### src/rtl/dwb_pkg.sv
package dwb_pkg;
  localparam int unsigned REG_AW = 5;
  localparam int unsigned XLEN   = 32;
  localparam int unsigned NREG   = 1 << REG_AW;

  typedef struct packed {
    logic [REG_AW-1:0] addr;
    logic [XLEN-1:0]   data;
  } commit_t;
endpackage

### src/rtl/dwb_busy_table.sv
module dwb_busy_table
  import dwb_pkg::*;
(
  input  logic              clk_i,
  input  logic              rst_ni,
  input  logic              set_en_i,
  input  logic [REG_AW-1:0] set_addr_i,
  input  logic              clr_en_i,
  input  logic [REG_AW-1:0] clr_addr_i,
  input  logic              chk_en_i,
  input  logic [REG_AW-1:0] chk_a_i,
  input  logic [REG_AW-1:0] chk_b_i,
  input  logic [REG_AW-1:0] chk_c_i,
  output logic              hit_o
);
  logic [NREG-1:0] busy_q;

  for (genvar g = 0; g < NREG; g++) begin : g_bit
    if (g == 0) begin : g_zero
      assign busy_q[g] = 1'b0;
    end else begin : g_reg
      logic b_q;
      always_ff @(posedge clk_i or negedge rst_ni) begin
        if (!rst_ni)                                         b_q <= 1'b0;
        else if (set_en_i && set_addr_i == REG_AW'(g))       b_q <= 1'b1;
        else if (clr_en_i && clr_addr_i == REG_AW'(g))       b_q <= 1'b0;
      end
      assign busy_q[g] = b_q;
    end
  end

  assign hit_o = chk_en_i & (busy_q[chk_a_i] | busy_q[chk_b_i] | busy_q[chk_c_i]);

  p_set_r1: assert property (@(posedge clk_i) disable iff (!rst_ni)
    set_en_i |=> busy_q[$past(set_addr_i)]);

  p_clear_r8: assert property (@(posedge clk_i) disable iff (!rst_ni)
    (clr_en_i && !(set_en_i && set_addr_i == clr_addr_i)) |=> !busy_q[$past(clr_addr_i)]);
endmodule

### src/rtl/dwb_commit_queue.sv
module dwb_commit_queue
  import dwb_pkg::*;
#(
  parameter int unsigned QDEPTH = 8
) (
  input  logic    clk_i,
  input  logic    rst_ni,
  input  logic    push_i,
  input  commit_t push_data_i,
  input  logic    pop_i,
  output logic    valid_o,
  output commit_t head_o
);
  localparam int unsigned PW = (QDEPTH > 1) ? $clog2(QDEPTH) : 1;

  commit_t         mem_q [QDEPTH];
  logic [PW-1:0]   wr_q, rd_q;
  logic [PW:0]     cnt_q;
  logic            full;
  logic            do_pop;

  assign full    = (cnt_q == (PW+1)'(QDEPTH));
  assign valid_o = (cnt_q != '0);
  assign do_pop  = pop_i & valid_o;
  assign head_o  = mem_q[rd_q];

  always_ff @(posedge clk_i) begin
    if (push_i && !full) mem_q[wr_q] <= push_data_i;
  end

  always_ff @(posedge clk_i or negedge rst_ni) begin
    if (!rst_ni) begin
      wr_q  <= '0;
      rd_q  <= '0;
      cnt_q <= '0;
    end else begin
      if (push_i && !full) wr_q <= (wr_q == PW'(QDEPTH-1)) ? '0 : wr_q + 1'b1;
      if (do_pop)          rd_q <= (rd_q == PW'(QDEPTH-1)) ? '0 : rd_q + 1'b1;
      cnt_q <= cnt_q + (PW+1)'(push_i && !full) - (PW+1)'(do_pop);
    end
  end

  p_no_overflow_r5: assert property (@(posedge clk_i) disable iff (!rst_ni)
    push_i |-> !full);

  p_fill_r5: assert property (@(posedge clk_i) disable iff (!rst_ni)
    (push_i && !do_pop) |=> valid_o);
endmodule

### src/rtl/dwb_wb_arbiter.sv
module dwb_wb_arbiter
  import dwb_pkg::*;
(
  input  logic              pipe_en_i,
  input  logic [REG_AW-1:0] pipe_addr_i,
  input  logic [XLEN-1:0]   pipe_data_i,
  input  logic              head_valid_i,
  input  commit_t           head_i,
  output logic              we_o,
  output logic [REG_AW-1:0] waddr_o,
  output logic [XLEN-1:0]   wdata_o,
  output logic              grant_o
);
  always_comb begin
    grant_o = head_valid_i & ~pipe_en_i;
    we_o    = pipe_en_i | head_valid_i;
    if (pipe_en_i) begin
      waddr_o = pipe_addr_i;
      wdata_o = pipe_data_i;
    end else if (head_valid_i) begin
      waddr_o = head_i.addr;
      wdata_o = head_i.data;
    end else begin
      waddr_o = '0;
      wdata_o = '0;
    end
  end

  always_comb begin
    p_exclusive_r6: assert (!(grant_o && pipe_en_i));
  end
endmodule

### src/rtl/dwb_scoreboard.sv
module dwb_scoreboard
  import dwb_pkg::*;
#(
  parameter int unsigned QDEPTH = 8
) (
  input  logic              clk_i,
  input  logic              rst_ni,
  input  logic              spawn_valid_i,
  input  logic              spawn_flush_i,
  input  logic [REG_AW-1:0] spawn_rd_i,
  input  logic              iss_valid_i,
  input  logic [REG_AW-1:0] iss_rs1_i,
  input  logic [REG_AW-1:0] iss_rs2_i,
  input  logic [REG_AW-1:0] iss_rd_i,
  output logic              iss_stall_o,
  input  logic              pipe_wr_en_i,
  input  logic [REG_AW-1:0] pipe_wr_addr_i,
  input  logic [XLEN-1:0]   pipe_wr_data_i,
  input  logic              cmt_valid_i,
  input  logic [REG_AW-1:0] cmt_addr_i,
  input  logic [XLEN-1:0]   cmt_data_i,
  output logic              rf_we_o,
  output logic [REG_AW-1:0] rf_waddr_o,
  output logic [XLEN-1:0]   rf_wdata_o,
  output logic              cmt_resp_o,
  output logic              cmt_done_o,
  output logic [REG_AW-1:0] cmt_done_addr_o
);
  logic    set_en;
  logic    push;
  logic    grant;
  logic    head_valid;
  commit_t head;
  commit_t push_data;

  // flushed spawns and x0 never reserve a register
  assign set_en    = spawn_valid_i & ~spawn_flush_i & (spawn_rd_i != '0);
  assign push      = cmt_valid_i & (cmt_addr_i != '0);
  assign push_data = '{addr: cmt_addr_i, data: cmt_data_i};

  dwb_busy_table u_busy (
    .clk_i      (clk_i),
    .rst_ni     (rst_ni),
    .set_en_i   (set_en),
    .set_addr_i (spawn_rd_i),
    .clr_en_i   (grant),
    .clr_addr_i (head.addr),
    .chk_en_i   (iss_valid_i),
    .chk_a_i    (iss_rs1_i),
    .chk_b_i    (iss_rs2_i),
    .chk_c_i    (iss_rd_i),
    .hit_o      (iss_stall_o)
  );

  dwb_commit_queue #(.QDEPTH(QDEPTH)) u_queue (
    .clk_i       (clk_i),
    .rst_ni      (rst_ni),
    .push_i      (push),
    .push_data_i (push_data),
    .pop_i       (grant),
    .valid_o     (head_valid),
    .head_o      (head)
  );

  dwb_wb_arbiter u_arb (
    .pipe_en_i    (pipe_wr_en_i),
    .pipe_addr_i  (pipe_wr_addr_i),
    .pipe_data_i  (pipe_wr_data_i),
    .head_valid_i (head_valid),
    .head_i       (head),
    .we_o         (rf_we_o),
    .waddr_o      (rf_waddr_o),
    .wdata_o      (rf_wdata_o),
    .grant_o      (grant)
  );

  assign cmt_resp_o      = grant;
  assign cmt_done_o      = grant;
  assign cmt_done_addr_o = grant ? head.addr : '0;

  p_pipe_wins_r6: assert property (@(posedge clk_i) disable iff (!rst_ni)
    pipe_wr_en_i |-> (rf_we_o && rf_waddr_o == pipe_wr_addr_i && !cmt_resp_o));

  p_no_x0_commit_r3: assert property (@(posedge clk_i) disable iff (!rst_ni)
    (rf_we_o && !pipe_wr_en_i) |-> rf_waddr_o != '0);

  p_resp_with_write_r7: assert property (@(posedge clk_i) disable iff (!rst_ni)
    cmt_resp_o |-> (rf_we_o && cmt_done_o && rf_waddr_o == cmt_done_addr_o));

  p_idle_port_r10: assert property (@(posedge clk_i) disable iff (!rst_ni)
    (!pipe_wr_en_i && !cmt_resp_o) |-> !rf_we_o);

  p_no_stall_idle_r4: assert property (@(posedge clk_i) disable iff (!rst_ni)
    !iss_valid_i |-> !iss_stall_o);
endmodule

### config.mk
export PLATFORM = sky130hd
export DESIGN_NAME = dwb_scoreboard
export DESIGN_NICKNAME = d
export VERILOG_FILES = /design/src/rtl/dwb_pkg.sv /design/src/rtl/dwb_busy_table.sv /design/src/rtl/dwb_commit_queue.sv /design/src/rtl/dwb_wb_arbiter.sv /design/src/rtl/dwb_scoreboard.sv
export SDC_FILE = /design/constraint.sdc
export NUM_CORES = 1
export LEC_CHECK = 0
export CAP_MARGIN = 20
export CORE_ASPECT_RATIO = 1.5
export CORE_MARGIN = 3
export CORE_UTILIZATION = 40
export CTS_CLUSTER_DIAMETER = 50
export DETAILED_ROUTE_END_ITERATION = 8
export HOLD_SLACK_MARGIN = 0.12
export PLACE_DENSITY = 0.64
export SYNTH_ARGS = -nofsm -noshare
export SYNTH_HDL_FRONTEND = slang
export SYNTH_SLANG_ARGS = --single-unit
### constraint.sdc
create_clock -name clk_i -period 4.3 [get_ports clk_i]
set_input_delay 0.86 -clock clk_i [delete_from_list [all_inputs] [get_ports clk_i]]
set_output_delay 0.86 -clock clk_i [all_outputs]
set_load 0.05 [all_outputs]
==> results.md <==
* Outcome: completed
* Leading area contributor after synthesis: edfxtp_1
* Core ar. at 35300 um2
* CTS tree: yes
* Mapped cell area at 14400 um2
* Global-route usage over all layers at 16.9%
* Worst path arrival time at 3120 ps
* Fin crit period at 3980 ps
* DRT iter0 DRCs at 526
* Nets@finish at 1061
* Setup slack, reg-to-reg at 1530 ps
* Max-slew headroom at 26.6%
* DIE HEIGHT at 238 um
* Power Total at 11.2 mW
* PD cells at 645 nW/um2
* Final WL at 32.1 mm
* DRC at 0
* Die Area at 38300 um2
* Layout Skew at 13.5 ps
* Max Cap Violations at 0
* Worst-Margin Slew at 1100 ps
* 1st-pass router iterations at 5
* # setup viols final at 0
* Area of the multi-input gates at 4250 um2
* R2R cell count at 7
* Worst hold slack at 442 ps
* CP max stage cell: clkdlybuf4s50_1
* Via count at 7875
* Part of the Yosys area used for sequential elements at 68.9%
* Port Buffers at 146
* Initial antenna violation count at 3
* Share of layout cells above drive strength 1 at 24.0%
* CP Launch Type: input port
* Buffers plus inverters on the worst setup path at 2
* Max-slew violations at 0
* Setup bufs post-CTS at 0
* Register Area at 9930 um2
* H-tree depth at 1
* Reg clk slew, reported paths at 60 ps
* Row count at 84
* CTS resizes at 0
* I/O Pins at 147
* Diodes inserted at 0
* YS warnings at 0
* Largest net degree at the start of global routing at 42
* Syn Nets at 901
* Post-synth EDFFs at 296
* Area delta synth->final at 21.0%
* Average via count per standard cell at 5.45
* Synth async-reset ratio at 12.2%
* Number of global-route vias before repair at 8307
* CTS Root Cell: clkbuf_16
* Dpl hpwl at 21.3 mm
* Synth top area cells: edfxtp_1 (62%), mux4_2 (15%), dfrtp_1 (7.1%)
* Worst-path cell chain: clkdlybuf4s50_1 > mux4_2 > mux4_2 > nand2_1 > a41oi_1 > buf_4
* Fill cells at 3007
* RSZ-0062 raised after global routing: false
* LEAKAGE at 5.86 nW
* Clock Path Buffers at 3
* CP Capture Type: output pin
* Crit Reg-Reg Startpoint: u_queue.cnt_q[3]$_DFF_PN0_
* Average size of a mapped cell at 18.2 um2
* Syn Inst Count at 789
* End of the worst register-to-register path: u_queue.mem_q[3][24]$_DFFE_PP_
* Worst path max stage delay at 820 ps
* Setup TNS at 0 ps
* CP Max Fanout at 9
* # hold bufs at CTS at 0
* Top delay family on crit path: multiplexers
* Top cell by count, worst path: mux4_2
* Final ANT Viol Nets at 0
* Routed WL per cell at 22.2 um
* Data required, critical path at 3440 ps
* Gr ovfl total at 0
* CTS Buf Count at 31
* Max VDD drop at 0.509 mV
* GPL Wtd Cong at 0.961
* Share of the synthesized area in the top cell type at 61.8%
* Final-report hold violation count at 0
* Crit share post-route at 92.7%
* Clk sink count at 337
* Worst-Skew Late Latency at 560 ps
* Crit Path Class: in -> out
* Global-route wire length before repair at 49.6 mm
* Die X-Extent at 161 um
* Dominant synthesized flop cell: edfxtp_1
* Initial Util at 40.7%
* Post-synthesis register bit count at 337
* Worst min path class: in -> async
* Synth cell types at 54
* Peak Freq at 251 MHz
-- cells by family (layout without fill, tap and decap cells) --
family | after synthesis | in the layout | share of synthesized area (%)
muxes | 142 | 142 | 18.5
buffers and inverters | 58 | 241 | 2.03
xor gates and xnor gates | 2 | 2 | 0.122
DFF | 337 | 337 | 68.9
and+or+nand+nor | 118 | 118 | 4.15
AOI/OAI and AO/OA | 121 | 121 | 5.33
adders and majority gates | 11 | 11 | 1.01
-- cells in the mapped netlist, drive strengths merged, types with 3 or more instances --
master  count
nor3        6
nand3       3
a31oi       3
nand3b      7
mux2i      43
o21ai      77
o31ai      19
mux4       97
nand2b      6
buf        28
inv        13
ha         10
o211ai      4
nor3b       5
nor2       21
nand2      57
and3b       3
clkinv      3
edfxtp    296
dfrtp      41
nand4b      3
a21o        7
clkbuf     14
-- power by group --
part / internal [mW] / total (mW) / switching (mW)
logic: 1.69 / 3.91 / 2.23
registers: 4.14 / 4.63 / 0.492
clock network: 1.55 / 2.68 / 1.13
total: 7.37 / 11.2 / 3.85
-- stage by stage --
stage	setup WS, ps	utilization [%]	cell area [um2]	std cells
after detailed placement	284	46.5	16400	1389
after CTS	298	49.3	17400	1445
final	316	49.3	17400	1445
after floorplan	655	-	14400	789
after global placement	322	46.5	16400	1389
after global routing	47.0	49.3	17400	1445
-- flip-flops by register name, summed over array words and instances (netlist names) --
register                cells
u_queue.mem_q             296
u_busy.g_bit.g_reg.b_q     31
u_queue.cnt_q               4
u_queue.rd_q                3
u_queue.wr_q                3
-- layout make-up --
type | count | share of cell area (%)
flip-flops and latches | 337 | 57.0
multi-input cells | 394 | 24.4
repair buffers | 169 | 9.11
clock buffers | 35 | 4.54
well taps | 473 | 3.40
clock inverters | 21 | 1.16
inverters | 16 | 0.345
-- worst max path at each step --
stage | endpoint | cells past startpoint | from | slack, ps
after floorplan | iss_stall_o | 6 | iss_rs2_i[0] | 660
after global placement | iss_stall_o | 6 | iss_rs2_i[0] | 320
after detailed placement | u_queue.mem_q[3][10]$_DFFE_PP_ | 7 | cmt_addr_i[2] | 280
after CTS | iss_stall_o | 6 | iss_rs2_i[0] | 300
after global routing | iss_stall_o | 7 | iss_rs2_i[0] | 50
final | iss_stall_o | 6 | iss_rs2_i[0] | 320
-- cells in the final DEF (no fill, tap or decap), drive strengths merged, types with 5 or more instances in the layout --
cell type,instances
a21o,7
buf,70
clkbuf,35
clkdlybuf4s50,99
clkinv,17
dfrtp,41
edfxtp,296
ha,10
inv,14
mux2i,43
mux4,97
nand2,57
nand2b,6
nand3b,7
nor2,21
nor3,6
nor3b,5
o21ai,77
o31ai,19
-- worst reg2reg max path: stages, from the launching register on --
cell and delay [ps]:
dfrtp_1 380, ha_1 180, nand2_1 70, o211ai_1 160, inv_1 160, nand2_1 250, nor2_4 870, buf_4 370
-- metal layers --
layer | global-route usage [%] | vias to the layer above | share of wire, % | wire (um)
met5 | 0 | - | 0.040 | 13
met4 | 5.37 | 2 | 2.9 | 935
met3 | 2.81 | 69 | 5.2 | 1660
met2 | 31.4 | 269 | 54 | 17500
met1 | 19.9 | 4007 | 37 | 12000
li1 | - | 3528 | - | -
No activity file was read; power rests on OpenSTA's default activity.
